### src/rtl/uio_cycle_pkg.sv
package uio_cycle_pkg;
  localparam int unsigned SLOTS = 2;

  // one planned bus cycle, address given as offset from fragment base
  typedef struct packed {
    logic [1:0]  aoff;
    logic        we;
    logic        byt;
    logic [15:0] wd;
  } slot_t;
endpackage

### src/rtl/uio_cycle_plan.sv
module uio_cycle_plan
  import uio_cycle_pkg::*;
(
  input  logic                    wr_i,
  input  logic [1:0]              len_i,
  input  logic [1:0]              alo_i,
  input  logic [23:0]             wdata_i,
  output logic                    two_o,
  output slot_t [SLOTS-1:0]       slot_o
);
  always_comb begin
    two_o  = 1'b0;
    slot_o = '0;
    if (!wr_i) begin
      two_o          = ({1'b0, len_i} + {2'b00, alo_i[0]}) > 3'd2;
      slot_o[1].aoff = 2'd2;
    end else begin
      case (len_i)
        2'd2: begin
          if (alo_i[0]) begin
            two_o     = 1'b1;
            slot_o[0] = '{aoff: 2'd0, we: 1'b1, byt: 1'b1, wd: {8'h00, wdata_i[7:0]}};
            slot_o[1] = '{aoff: 2'd1, we: 1'b1, byt: 1'b1, wd: {8'h00, wdata_i[15:8]}};
          end else begin
            slot_o[0] = '{aoff: 2'd0, we: 1'b1, byt: 1'b0, wd: wdata_i[15:0]};
          end
        end
        2'd3: begin
          two_o = 1'b1;
          if (alo_i[0]) begin
            slot_o[0] = '{aoff: 2'd0, we: 1'b1, byt: 1'b1, wd: {8'h00, wdata_i[7:0]}};
            slot_o[1] = '{aoff: 2'd1, we: 1'b1, byt: 1'b0, wd: wdata_i[23:8]};
          end else begin
            slot_o[0] = '{aoff: 2'd0, we: 1'b1, byt: 1'b0, wd: wdata_i[15:0]};
            slot_o[1] = '{aoff: 2'd2, we: 1'b1, byt: 1'b1, wd: {8'h00, wdata_i[23:16]}};
          end
        end
        default: begin
          slot_o[0] = '{aoff: 2'd0, we: 1'b1, byt: 1'b1, wd: {8'h00, wdata_i[7:0]}};
        end
      endcase
    end
  end
endmodule

### src/rtl/uio_cycle_timer.sv
module uio_cycle_timer #(
  parameter int unsigned LIMIT = 16
) (
  input  logic clk_i,
  input  logic rst_ni,
  input  logic clr_i,
  input  logic run_i,
  output logic expire_o
);
  localparam int unsigned CNT_W = (LIMIT > 2) ? $clog2(LIMIT) : 1;

  logic [CNT_W-1:0] cnt_q;

  always_ff @(posedge clk_i or negedge rst_ni) begin
    if (!rst_ni)      cnt_q <= '0;
    else if (clr_i)   cnt_q <= '0;
    else if (run_i)   cnt_q <= cnt_q + 1'b1;
  end

  assign expire_o = run_i && (cnt_q == CNT_W'(LIMIT - 1));
endmodule

### src/rtl/uio_read_pack.sv
module uio_read_pack (
  input  logic        two_i,
  input  logic        hi_i,
  input  logic [15:0] first_i,
  input  logic [15:0] last_i,
  output logic [31:0] data_o
);
  always_comb begin
    if (two_i)     data_o = {last_i, first_i};
    else if (hi_i) data_o = {last_i, 16'h0000};
    else           data_o = {16'h0000, last_i};
  end
endmodule

### src/rtl/uio_cycle_seq.sv
module uio_cycle_seq
  import uio_cycle_pkg::*;
#(
  parameter int unsigned ADDR_W  = 22,
  parameter int unsigned TMO_CYC = 16
) (
  input  logic              clk_i,
  input  logic              rst_ni,
  input  logic              start_i,
  input  logic [ADDR_W-1:0] addr_i,
  input  logic [1:0]        len_i,
  input  logic              wr_i,
  input  logic [23:0]       wdata_i,
  output logic              done_o,
  output logic              err_o,
  output logic [31:0]       rdata_o,
  output logic              bus_req_o,
  output logic [ADDR_W-1:0] bus_addr_o,
  output logic [15:0]       bus_wdata_o,
  output logic              bus_we_o,
  output logic              bus_byte_o,
  input  logic              bus_ack_i,
  input  logic [15:0]       bus_rdata_i
);
  logic              two_d;
  slot_t [SLOTS-1:0] slot_d;

  logic              busy_q, done_q, err_q, two_q, hi_q, wr_q, idx_q;
  logic [ADDR_W-1:0] base_q;
  slot_t [SLOTS-1:0] slot_q;
  logic [15:0]       w0_q;
  logic [31:0]       rdata_q;
  logic [31:0]       pack_w;
  logic              expire_w, accept_w, last_w;
  slot_t             cur_w;

  uio_cycle_plan u_plan (
    .wr_i    (wr_i),
    .len_i   (len_i),
    .alo_i   (addr_i[1:0]),
    .wdata_i (wdata_i),
    .two_o   (two_d),
    .slot_o  (slot_d)
  );

  assign accept_w = start_i && !busy_q;

  uio_cycle_timer #(.LIMIT(TMO_CYC)) u_timer (
    .clk_i    (clk_i),
    .rst_ni   (rst_ni),
    .clr_i    (accept_w || bus_ack_i),
    .run_i    (busy_q && !bus_ack_i),
    .expire_o (expire_w)
  );

  uio_read_pack u_pack (
    .two_i   (two_q),
    .hi_i    (hi_q),
    .first_i (w0_q),
    .last_i  (bus_rdata_i),
    .data_o  (pack_w)
  );

  assign cur_w  = slot_q[idx_q];
  assign last_w = (idx_q == two_q);

  always_ff @(posedge clk_i or negedge rst_ni) begin
    if (!rst_ni) begin
      busy_q  <= 1'b0;
      done_q  <= 1'b0;
      err_q   <= 1'b0;
      two_q   <= 1'b0;
      hi_q    <= 1'b0;
      wr_q    <= 1'b0;
      idx_q   <= 1'b0;
      base_q  <= '0;
      slot_q  <= '0;
      w0_q    <= '0;
      rdata_q <= '0;
    end else begin
      done_q <= 1'b0;
      if (accept_w) begin
        busy_q <= 1'b1;
        err_q  <= 1'b0;
        base_q <= addr_i;
        slot_q <= slot_d;
        two_q  <= two_d;
        hi_q   <= addr_i[1];
        wr_q   <= wr_i;
        idx_q  <= 1'b0;
      end else if (busy_q && bus_ack_i) begin
        if (last_w) begin
          busy_q <= 1'b0;
          done_q <= 1'b1;
          if (!wr_q) rdata_q <= pack_w;
        end else begin
          idx_q <= 1'b1;
          w0_q  <= bus_rdata_i;
        end
      end else if (expire_w) begin
        // abandon: no further cycles of this fragment
        busy_q <= 1'b0;
        done_q <= 1'b1;
        err_q  <= 1'b1;
      end
    end
  end

  assign bus_req_o   = busy_q;
  assign bus_addr_o  = base_q + ADDR_W'(cur_w.aoff);
  assign bus_wdata_o = cur_w.wd;
  assign bus_we_o    = cur_w.we;
  assign bus_byte_o  = cur_w.byt;
  assign done_o      = done_q;
  assign err_o       = err_q;
  assign rdata_o     = rdata_q;
endmodule

### config.mk
export PLATFORM = sky130hd
export DESIGN_NAME = uio_cycle_seq
export DESIGN_NICKNAME = d
export VERILOG_FILES = /design/src/rtl/uio_cycle_pkg.sv /design/src/rtl/uio_cycle_plan.sv /design/src/rtl/uio_cycle_timer.sv /design/src/rtl/uio_read_pack.sv /design/src/rtl/uio_cycle_seq.sv
export SDC_FILE = /design/constraint.sdc
export NUM_CORES = 1
export LEC_CHECK = 0
export ABC_AREA = 1
export BUFFER_PORTS_ARGS = -buffer_cell sky130_fd_sc_hd__buf_2
export CORE_MARGIN = 2
export CORE_UTILIZATION = 59
export CTS_BUF_LIST = sky130_fd_sc_hd__clkbuf_2
export DETAILED_ROUTE_END_ITERATION = 8
export PLACE_DENSITY = 0.94
export SYNTH_ARGS = -nofsm -noshare
export SYNTH_HDL_FRONTEND = slang
export SYNTH_SLANG_ARGS = --single-unit
export TNS_END_PERCENT = 30
### constraint.sdc
create_clock -name clk_i -period 5.72 [get_ports clk_i]
set_input_delay 0.858 -clock clk_i [delete_from_list [all_inputs] [get_ports clk_i]]
set_output_delay 0.858 -clock clk_i [all_outputs]
set_load 0.05 [all_outputs]
; ---- After elaboration in Yosys (flattened, before gate mapping)
; Cells that the tools add are included.
[classes]
add_sub_neg = 3
order_cmp = 2
eq_ne = 7
n_mux = 30
n_bitwise = 3
n_reduce_logical = 16
[ops]
columns = op, count
row1 = one-hot mux 20 bit (2 select lines), 2
row2 = two-way mux 32 bit, 2
row3 = two-way mux 20 bit, 2
row4 = two-way mux 40 bit, 1
row5 = two-way mux 38 bit, 1
row6 = adder 22 x 2 -> 22 bit, 1
row7 = two-way mux 19 bit, 1
row8 = two-way mux 17 bit, 1
row9 = two-way mux 1 bit, 16
row10 = two-way mux 4 bit, 2
row11 = AND reduction 2 bit, 3
row12 = nonzero test 2 bit, 3
row13 = "adder 4 x 1 -> 4 bit, second input constant", 1
row14 = "equality test 2 bit, second input constant", 2
row15 = "equality test 4 bit, second input constant", 1
row16 = logical AND 1 bit, 4
row17 = "inequality test 2 bit, second input constant", 2
row18 = AND reduction 4 bit, 1
row19 = adder 2 x 1 -> 3 bit, 1
row20 = "> comparator 3 x 2 -> 1 bit, second input constant", 1
row21 = "inequality test 3 bit, second input constant", 1
row22 = inverter 1 bit, 3
row23 = AND reduction 3 bit, 1
row24 = nonzero test 3 bit, 1
row25 = 6 further kinds, 7
[word_totals]
register_bits = 121
input_bits = 69

; ---- Depth between registers and ports, before layout
; Gate-level depths: netlist (run 1).
[logic_depth]
word_depth = 6
mapped_depth = 12

; ---- Modules after synthesis
; A second synthesis (run 1) with hierarchy kept.
[hier_totals]
hier_cells = 901
hier_area_um2 = 6523.8
[modules_own_cells]
columns = mod, instances, cells_each, area_per_inst_um2, seq_area_each_um2
row1 = uio_cycle_seq, 1, 672, 5405.2, 2902.8
row2 = uio_cycle_plan, 1, 119, 541.8, 0.0
row3 = uio_read_pack, 1, 86, 376.6, 0.0
row4 = uio_cycle_timer, 1, 24, 200.2, 100.1

; ---- Worst setup path before layout (run 1)
; OpenSTA, ideal clock, no wires.
[synth_timing]
path_type = register -> output
from = reg idx_q
to = out bus_addr_o[14]
arrival_ps = 2618
t_required_ps = 4862
setup_slack_ps = 2244
path_stages_with_launch = 11
n_path_buf = 2
path_cell_list = dfrtp_1 > clkbuf_1 > buf_2 > nand2_1 > inv_1 > ha_1 > fa_1 > nand3_1 > nor2_1 > nand3_1 > xnor2_1
[synth_via]
elab_chain_cells = 3
[synth_lines]
columns = item, line
row1 = from (decl), uio_cycle_seq.sv:28  ; logic busy_q, done_q, err_q, two_q, hi_q, wr_q, idx_q;
row2 = from (signal assigned), uio_cycle_seq.sv:75  ; idx_q <= 1'b0;
row3 = from (signal assigned), uio_cycle_seq.sv:90  ; idx_q <= 1'b0;
row4 = from (signal assigned), uio_cycle_seq.sv:97  ; idx_q <= 1'b1;
row5 = two-way mux 20 bit (not written as such) (2 in series), uio_cycle_seq.sv:64  ; assign cur_w = slot_q[idx_q];
row6 = adder 22 x 2 -> 22 bit, uio_cycle_seq.sv:110  ; assign bus_addr_o = base_q + ADDR_W'(cur_w.aoff);
row7 = to (decl), uio_cycle_seq.sv:18  ; output logic [ADDR_W-1:0] bus_addr_o,
; Every way passes these cells. The select of a mux whose other input is x is not followed.

; ---- Worst setup path in the final report (run 1)
[layout_timing]
from = reg idx_q
to = out bus_addr_o[16]
; The elaborated chain is that of the path after synthesis.

==> out/qor.csv, run 1 <==
stage,metric,value,unit
layout,Layout Nets,930,
synthesis,synthesized area,5675,sq um
synthesis,"Avg Cell Area, Syn",7.872,sq um
worst_setup_path,critical path cell sequence,buf_4 > nand2_1 > inv_1 > ha_1 > fa_1 > inv_1 > nor2_1 > nand2_1 > nor2_1 > xor2_1 > buf_2,
worst_setup_path,CP arrival,2.96,ns
worst_setup_path,Reg2Reg Launch Point,two_q,
power,maximum VDD drop,0.5196,mV
power,Flop pwr share,0.356,
global_route,Overflow after GRT,0,
sta,hold_ws,0.2826,ns
floorplanning,I/O Pins,144,
floorplanning,die area,10420,sq um
global_route,initial antenna violation count,2,
sta,Setup TNS,0,ns
clock_network,post-cts hold buffer count,0,
worst_setup_path,instance count on the critical path,11,
worst_setup_path,crit-path max cell delay,0.36,ns
clock_network,H-tree depth,4,
layout,area of the multi-input gates,2317,sq um
worst_setup_path,CP Max Fanout,40,
sta,Fmax achieved,261.6,MHz
worst_setup_path,worst-case reg-to-reg path depth,4,
place,DP Area,6382,sq um
layout,Non-Filler Instances,997,
clock_network,Clock Sinks,117,
sta,max-slew violations,0,
clock_network,post-CTS sizing,0,
layout,share of cells above drive strength 1,0.2145,
sta,Worst Skew,0.01643,ns
flow_run,Max Cap Viol,0,
layout,Fillers,742,
place,routability cong.,1.003,
power,combinational share of power,0.483,
worst_setup_path,"Slowest-stage cell, CP",dfrtp_1,
synthesis,Yosys warning total,0,
hold_path,Tightest Hold Check Type,in -> async,
drt,vias per cell,5.161,
place,DP Cell Count,964,
floorplanning,Core ar.,9284,sq um
worst_setup_path,Worst Setup SP,idx_q,
place,placed wire-length estimate,9443,um
layout,fin area,6666,sq um
place,number of port buffers,143,
power,Int Pwr,0.001903,W
worst_setup_path,CP startpoint kind,flop,
global_route,GR Util All Layers,0.2760,
synthesis,Syn Nets,797,
global_route,largest net degree at the start of global routing,67,
synthesis,Post-Synthesis Cells,721,
worst_setup_path,WP data required,4.86,ns
sta,RSZ-0062 raised after global routing,no,
worst_setup_path,reg-to-reg setup timing slack,3.48,ns
clock_network,later-pin clock latency in the skew report,0.64,ns
power,NetSw,0.001985,W
sta,period utilization,0.6683,
clock_network,total CTS buffers,17,
worst_setup_path,Crit path buffers/inverters,4,
drt,DRT iter0 DRCs,416,
layout,register area,2928,sq um
run_status,status,finished clean,
synthesis,sequential area share after synthesis,0.5159,
clock_network,Clock Pin Slew Worst Setup and Hold Paths,0.16,ns
sta,fin crit period,3.823,ns
sta,Tightest Pin Transition,1.015,ns
layout,synthesis-to-finish area growth,17.46,%
drt,Post-Route WL,13540,um
power,overall power,0.003887,W
drt,DRC viols,0,
drt,routed length per instance,13.58,um
synthesis,Netlist cell types,32,
power,Clock power frac,0.161,
global_route,first-pass GRT wire length,22340,um
worst_setup_path,R2R Path End,rdata_o[9],
sta,Final Hold Vio Count,0,
drt,Detailed Routing Iterations Pass 1,7,
sta,Finish-stage setup viols,0,
worst_setup_path,CP endpoint,bus_addr_o[16],
floorplanning,Die Y,102.1,um
drt,Routed Antenna Nets,0,
power,Cell Pwr Density,583.1,nW/um^2
floorplanning,chip width,102.1,um
drt,detailed-route via count,5146,
floorplanning,Row Count,35,
worst_setup_path,critical path's top delay family,buffers and inverters,
clock_network,clock root buffer,clkbuf_2,
power,leak pwr,3.647,nW
sta,max_slew headroom,0.3232,
clock_network,postcts setup bufs,0,
power,Sw Ratio,0.5106,
global_route,vias in the first global route,5000,
worst_setup_path,kind of critical path,reg -> out,
synthesis,Yosys reg bits,117,
floorplanning,Initial Utilization,0.6113,
worst_setup_path,CP Capture Type,output port,
clock_network,CTS tree,yes,
clock_network,CTS Buffer Depth,2,
how the worst min path moves through the flow:
stage                from    endpoint  slack (ns)  cells past startpoint
4_1_cts            rst_ni  slot_q[32]        0.27                      1
3_5_place_dp   rdata_o[2]  rdata_o[2]        0.45                      2
6_report           rst_ni  slot_q[32]        0.28                      1
2_1_floorplan  slot_q[37]  slot_q[37]        0.45                      2
3_3_place_gp   rdata_o[2]  rdata_o[2]        0.45                      2
5_1_grt            rst_ni  slot_q[25]        0.27                      1
power groups by stage:
| stage | Sequential [W] | Combinational (W) | Clock [W] |
|---|---|---|---|
| global placement | 0.00138 | 0.00184 | 0 |
| finish | 0.00138 | 0.00188 | 0.000624 |
| detailed placement | 0.00139 | 0.00188 | 0 |
| global route | 0.00142 | 0.00205 | 0.000678 |
| CTS | 0.00138 | 0.00188 | 0.000636 |
| floorplan | 0.00163 | 0.00123 | 0 |
routing by layer:
layer | GRT usage | wire (um) | vias to the layer above
li1 | - | - | 2538
met5 | 0 | 0 | -
met2 | 0.4332 | 6415 | 223
met3 | 0.08687 | 1105 | 29
met4 | 0.1077 | 328 | 0
met1 | 0.3614 | 5691 | 2356
registers in the layout, summed over array words and instances, names as in the netlist, 4 cells and up:
signal	cells
slot_q	37
u_timer.cnt_q	4
base_q	22
w0_q	16
rdata_o	32
synthesized netlist by cell type:
cell type    n  area (sq um)
buf_1        1         3.750
nand4_1      3         18.77
inv_4        1         6.260
nor3_1       1         5.000
ha_1         6         75.07
clkbuf_1     8         30.03
nand3_4      1         17.52
inv_1       55         206.5
nor2_4       1         11.26
clkinv_1     1         3.750
nand3_1     70         350.3
fa_1         1         20.02
nand2_2      3         18.77
nor2_8       1         20.02
or2_1        1         6.260
o22ai_1      2         12.51
buf_4        2         15.01
dfrtp_1    117          2928
o21ai_1     12         60.06
o21ai_2      1         8.760
xor2_1       5         43.79
nand2_1    285          1070
buf_6        7         78.83
o31ai_1      1         7.510
clkbuf_2     1         5.000
nor2_2       1         6.260
buf_2       14         70.07
nor2_1      36         135.1
o21ai_0     70         350.3
inv_2        3         11.26
a21oi_1      2         10.01
xnor2_1      8         70.07
worst register-to-register path: stages, from the launching register on:
cell and delay, ns:
dfrtp_1 0.86, or2_1 0.87, o21ai_0 0.26, nand2_1 0.12, nand2_1 0.05
stage by stage:
stage | util | worst slack, ns
after floorplan | - | 2.244
after global placement | 0.6875 | 2.724
after detailed placement | 0.6875 | 2.651
after CTS | 0.7178 | 1.905
after global routing | 0.7178 | 1.643
final | 0.7181 | 1.897
cells in the final DEF, fill, tap and decap left out:
cell type	count
a21oi_1	2
buf_2	142
buf_4	5
bufinv_16	5
clkbuf_2	19
clkinv_1	6
clkinv_2	2
clkinvlp_4	1
dfrtp_1	117
diode_2	1
fa_1	1
ha_1	6
inv_1	55
inv_2	3
inv_4	1
nand2_1	285
nand2_2	3
nand3_1	70
nand3_4	1
nand4_1	3
nor2_1	36
nor2_2	1
nor2_4	1
nor2_8	1
nor3_1	1
o21ai_0	70
o21ai_1	12
o21ai_2	1
o22ai_1	2
o31ai_1	1
or2_1	1
xnor2_1	8
xor2_1	5
cells by family after synthesis:
group	share of synthesized area
AND/OR/NAND/NOR	0.2923
flip-flops	0.5159
buffers and inverters	0.07584
AO/OA/AOI/OAI	0.07915
XOR/XNOR	0.02006
adder cells (fa/ha/maj)	0.01675
layout make-up:
cell class / count / share of cell area
flip-flops and latches: 117 / 0.4392
multi-input cells: 511 / 0.3476
repair buffers: 147 / 0.1122
inverters: 60 / 0.03416
clock inverters: 13 / 0.02797
well taps: 129 / 0.02421
clock buffers: 19 / 0.01426
diodes: 1 / 0.0003754
No activity file was read; power rests on OpenSTA's default activity.
==> inputs of run 2 (changes only) <==
Settings changed: CORE_UTILIZATION 59 to 55, PLACE_DENSITY 0.94 to 0.89.
Clock period 5.72 ns to 3.9 ns, I/O delays scaled along.
==> out/qor.csv, run 2 (synthesized netlist as in run 1, its figures left out) <==
stage,metric,value,unit,change
worst_setup_path,Crit path buffers/inverters,3,,-1
global_route,first-pass GRT wire length,22780,um,+2.0%
sta,period utilization,0.8295,,
power,Int Pwr,0.002605,W,+37%
power,NetSw,0.002917,W,+47%
clock_network,CTS tree,yes,,
sta,Finish-stage setup viols,0,,unchanged
clock_network,CTS Buffer Depth,2,,unchanged
layout,share of cells above drive strength 1,0.2177,,+0.003209
hold_path,Tightest Hold Check Type,in -> reg,,
global_route,largest net degree at the start of global routing,63,,-6.0%
global_route,vias in the first global route,5046,,+0.92%
layout,most frequent cells in the layout,"285 x nand2_1, 142 x buf_2, 117 x dfrtp_1, 70 x nand3_1, 70 x o21ai_0",,
floorplanning,die area,11150,sq um,+7.0%
floorplanning,Initial Utilization,0.5572,,-0.05407
drt,vias per cell,5.180,,+0.36%
floorplanning,chip width,105.6,um,+3.4%
layout,register area,2928,sq um,unchanged
drt,DRC viols,0,,unchanged
layout,max reg flops,37,,unchanged
place,routability cong.,0.8280,,-17%
layout,"commonest non-fill, non-tap cell in the layout",nand2_1,,
drt,routed length per instance,13.41,um,-1.3%
power,Sw Ratio,0.5282,,+0.01768
worst_setup_path,crit-path max cell delay,0.42,ns,+0.06 ns
power,Clock power frac,0.135,,-0.026
worst_setup_path,kind of critical path,reg -> out,,
drt,detailed-route via count,5201,,+1.1%
worst_setup_path,CP startpoint kind,flop,,
clock_network,later-pin clock latency in the skew report,0.65,ns,about the same
sta,Final Hold Vio Count,0,,unchanged
worst_setup_path,CP arrival,2.65,ns,-0.31 ns
power,leak pwr,3.626,nW,-0.58%
power,maximum VDD drop,0.5297,mV,+1.9%
layout,ANT cells,0,,-1
flow_run,Max Cap Viol,0,,unchanged
sta,Setup TNS,0,ns,unchanged
layout,Fillers,922,,+24%
layout,largest reg by FF count,slot_q,,
sta,Fmax achieved,309.1,MHz,
place,placed wire-length estimate,9504,um,+0.65%
worst_setup_path,CP Max Fanout,5,,-88%
sta,max-slew violations,0,,unchanged
sta,RSZ-0062 raised after global routing,no,,
sta,fin crit period,3.235,ns,
clock_network,total CTS buffers,17,,unchanged
layout,fin area,6645,sq um,-0.32%
layout,Layout Nets,931,,+0.11%
sta,Tightest Pin Transition,1.032,ns,+0.01711 ns
power,combinational share of power,0.500,,+0.017
worst_setup_path,critical path cell sequence,nand2_1 > inv_1 > ha_1 > fa_1 > inv_1 > nor2_1 > nand2_1 > nor2_1 > xor2_1 > buf_2,,
worst_setup_path,WP data required,3.31,ns,-1.55 ns
worst_setup_path,critical path's top delay family,simple AND/OR/NAND/NOR gates,,
sta,max_slew headroom,0.3118,,-0.01141
global_route,initial antenna violation count,0,,-2
layout,area of the multi-input gates,2322,sq um,+0.22%
clock_network,clock root buffer,clkbuf_2,,
run_status,status,finished clean,,
floorplanning,Die Y,105.6,um,+3.4%
layout,synthesis-to-finish area growth,17.09,%,
power,Flop pwr share,0.365,,+0.009
drt,Post-Route WL,13460,um,-0.58%
clock_network,post-CTS sizing,0,,unchanged
clock_network,postcts setup bufs,0,,unchanged
worst_setup_path,reg-to-reg setup timing slack,1.70,ns,-1.78 ns
sta,Worst Skew,0.03875,ns,+0.02232 ns
clock_network,H-tree depth,4,,unchanged
clock_network,Clock Sinks,117,,unchanged
drt,Detailed Routing Iterations Pass 1,5,,-2
place,DP Area,6409,sq um,+0.41%
floorplanning,Row Count,37,,+5.7%
power,Cell Pwr Density,831.0,nW/um^2,+43%
global_route,GR Util All Layers,0.2573,,-0.01870
place,number of port buffers,143,,unchanged
floorplanning,I/O Pins,144,,unchanged
global_route,Overflow after GRT,0,,unchanged
drt,Routed Antenna Nets,0,,unchanged
drt,DRT iter0 DRCs,335,,-19%
worst_setup_path,"Slowest-stage cell, CP",dfrtp_1,,
floorplanning,Core ar.,10180,sq um,+9.7%
clock_network,Clock Pin Slew Worst Setup and Hold Paths,0.19,ns,+0.03 ns
worst_setup_path,CP Capture Type,output port,,
==> run 2: path summary, 6_finish.rpt <==
check / start / end / depth (start not counted)
setup reg to reg: two_q / rdata_o[9] / 4
hold / removal: addr_i[16] / base_q[16] / 3
max in group asynchronous: rst_ni / base_q[20] / 3
min in group asynchronous: rst_ni / w0_q[6] / 2
hold reg to reg: rdata_o[17] / rdata_o[17] / 2
setup / recovery: idx_q / bus_addr_o[16] / 10
==> run 2: area by class of cell <==
| type | count | area share |
|---|---|---|
| multi-input combinational | 511 | 0.3495 |
| tap | 136 | 0.02561 |
| sequential | 117 | 0.4406 |
| inverter | 60 | 0.03427 |
| clock inverter | 14 | 0.02052 |
| clock buffer | 18 | 0.01356 |
| timing repair buffer | 148 | 0.1160 |
==> run 2: power groups by stage <==
stage / combinational (W) / clock (W) / sequential [W]
after global routing: 0.00301 / 0.000825 / 0.00208
after detailed placement: 0.00277 / 0 / 0.00204
after CTS: 0.00278 / 0.000767 / 0.00201
after global placement: 0.00272 / 0 / 0.00202
final: 0.00276 / 0.000745 / 0.00202
after floorplan: 0.00180 / 0 / 0.00239
==> run 2: worst register-to-register path: stages (launching register included) <==
cell     delay [ns]
dfrtp_1        0.84
or2_1          0.88
o21ai_0        0.21
nand2_1        0.13
nand2_1        0.05
==> run 2: metrics by stage <==
stage / hold WS (ns) / worst slack, ns / instances / power (W) / util
6_report: 0.1216 / 0.6651 / 1004 / 0.005522 / 0.6525
5_1_grt: 0.06450 / 0.4123 / 1004 / 0.005909 / 0.6525
2_1_floorplan: 0.2894 / 0.6973 / 721 / 0.004184 / -
4_1_cts: 0.07506 / 0.6187 / 1004 / 0.005560 / 0.6525
3_5_place_dp: 0.4538 / 1.375 / 971 / 0.004805 / 0.6292
3_3_place_gp: 0.4508 / 1.442 / 971 / 0.004741 / 0.6292
==> run 2: layer usage <==
layer,up-vias,share of wire,wire length (um),track usage
met3,28,0.069,926,0.06432
met2,183,0.50,6670,0.4300
li1,2543,-,-,-
met1,2447,0.42,5638,0.3245
met5,-,0,0,0
met4,0,0.017,227,0.09586
==> run 2: timing repair <==
item                                    CTS  global route
hold buffers                              1             0
endpoints found under the setup margin    0             0
endpoints found under the hold margin    54             0
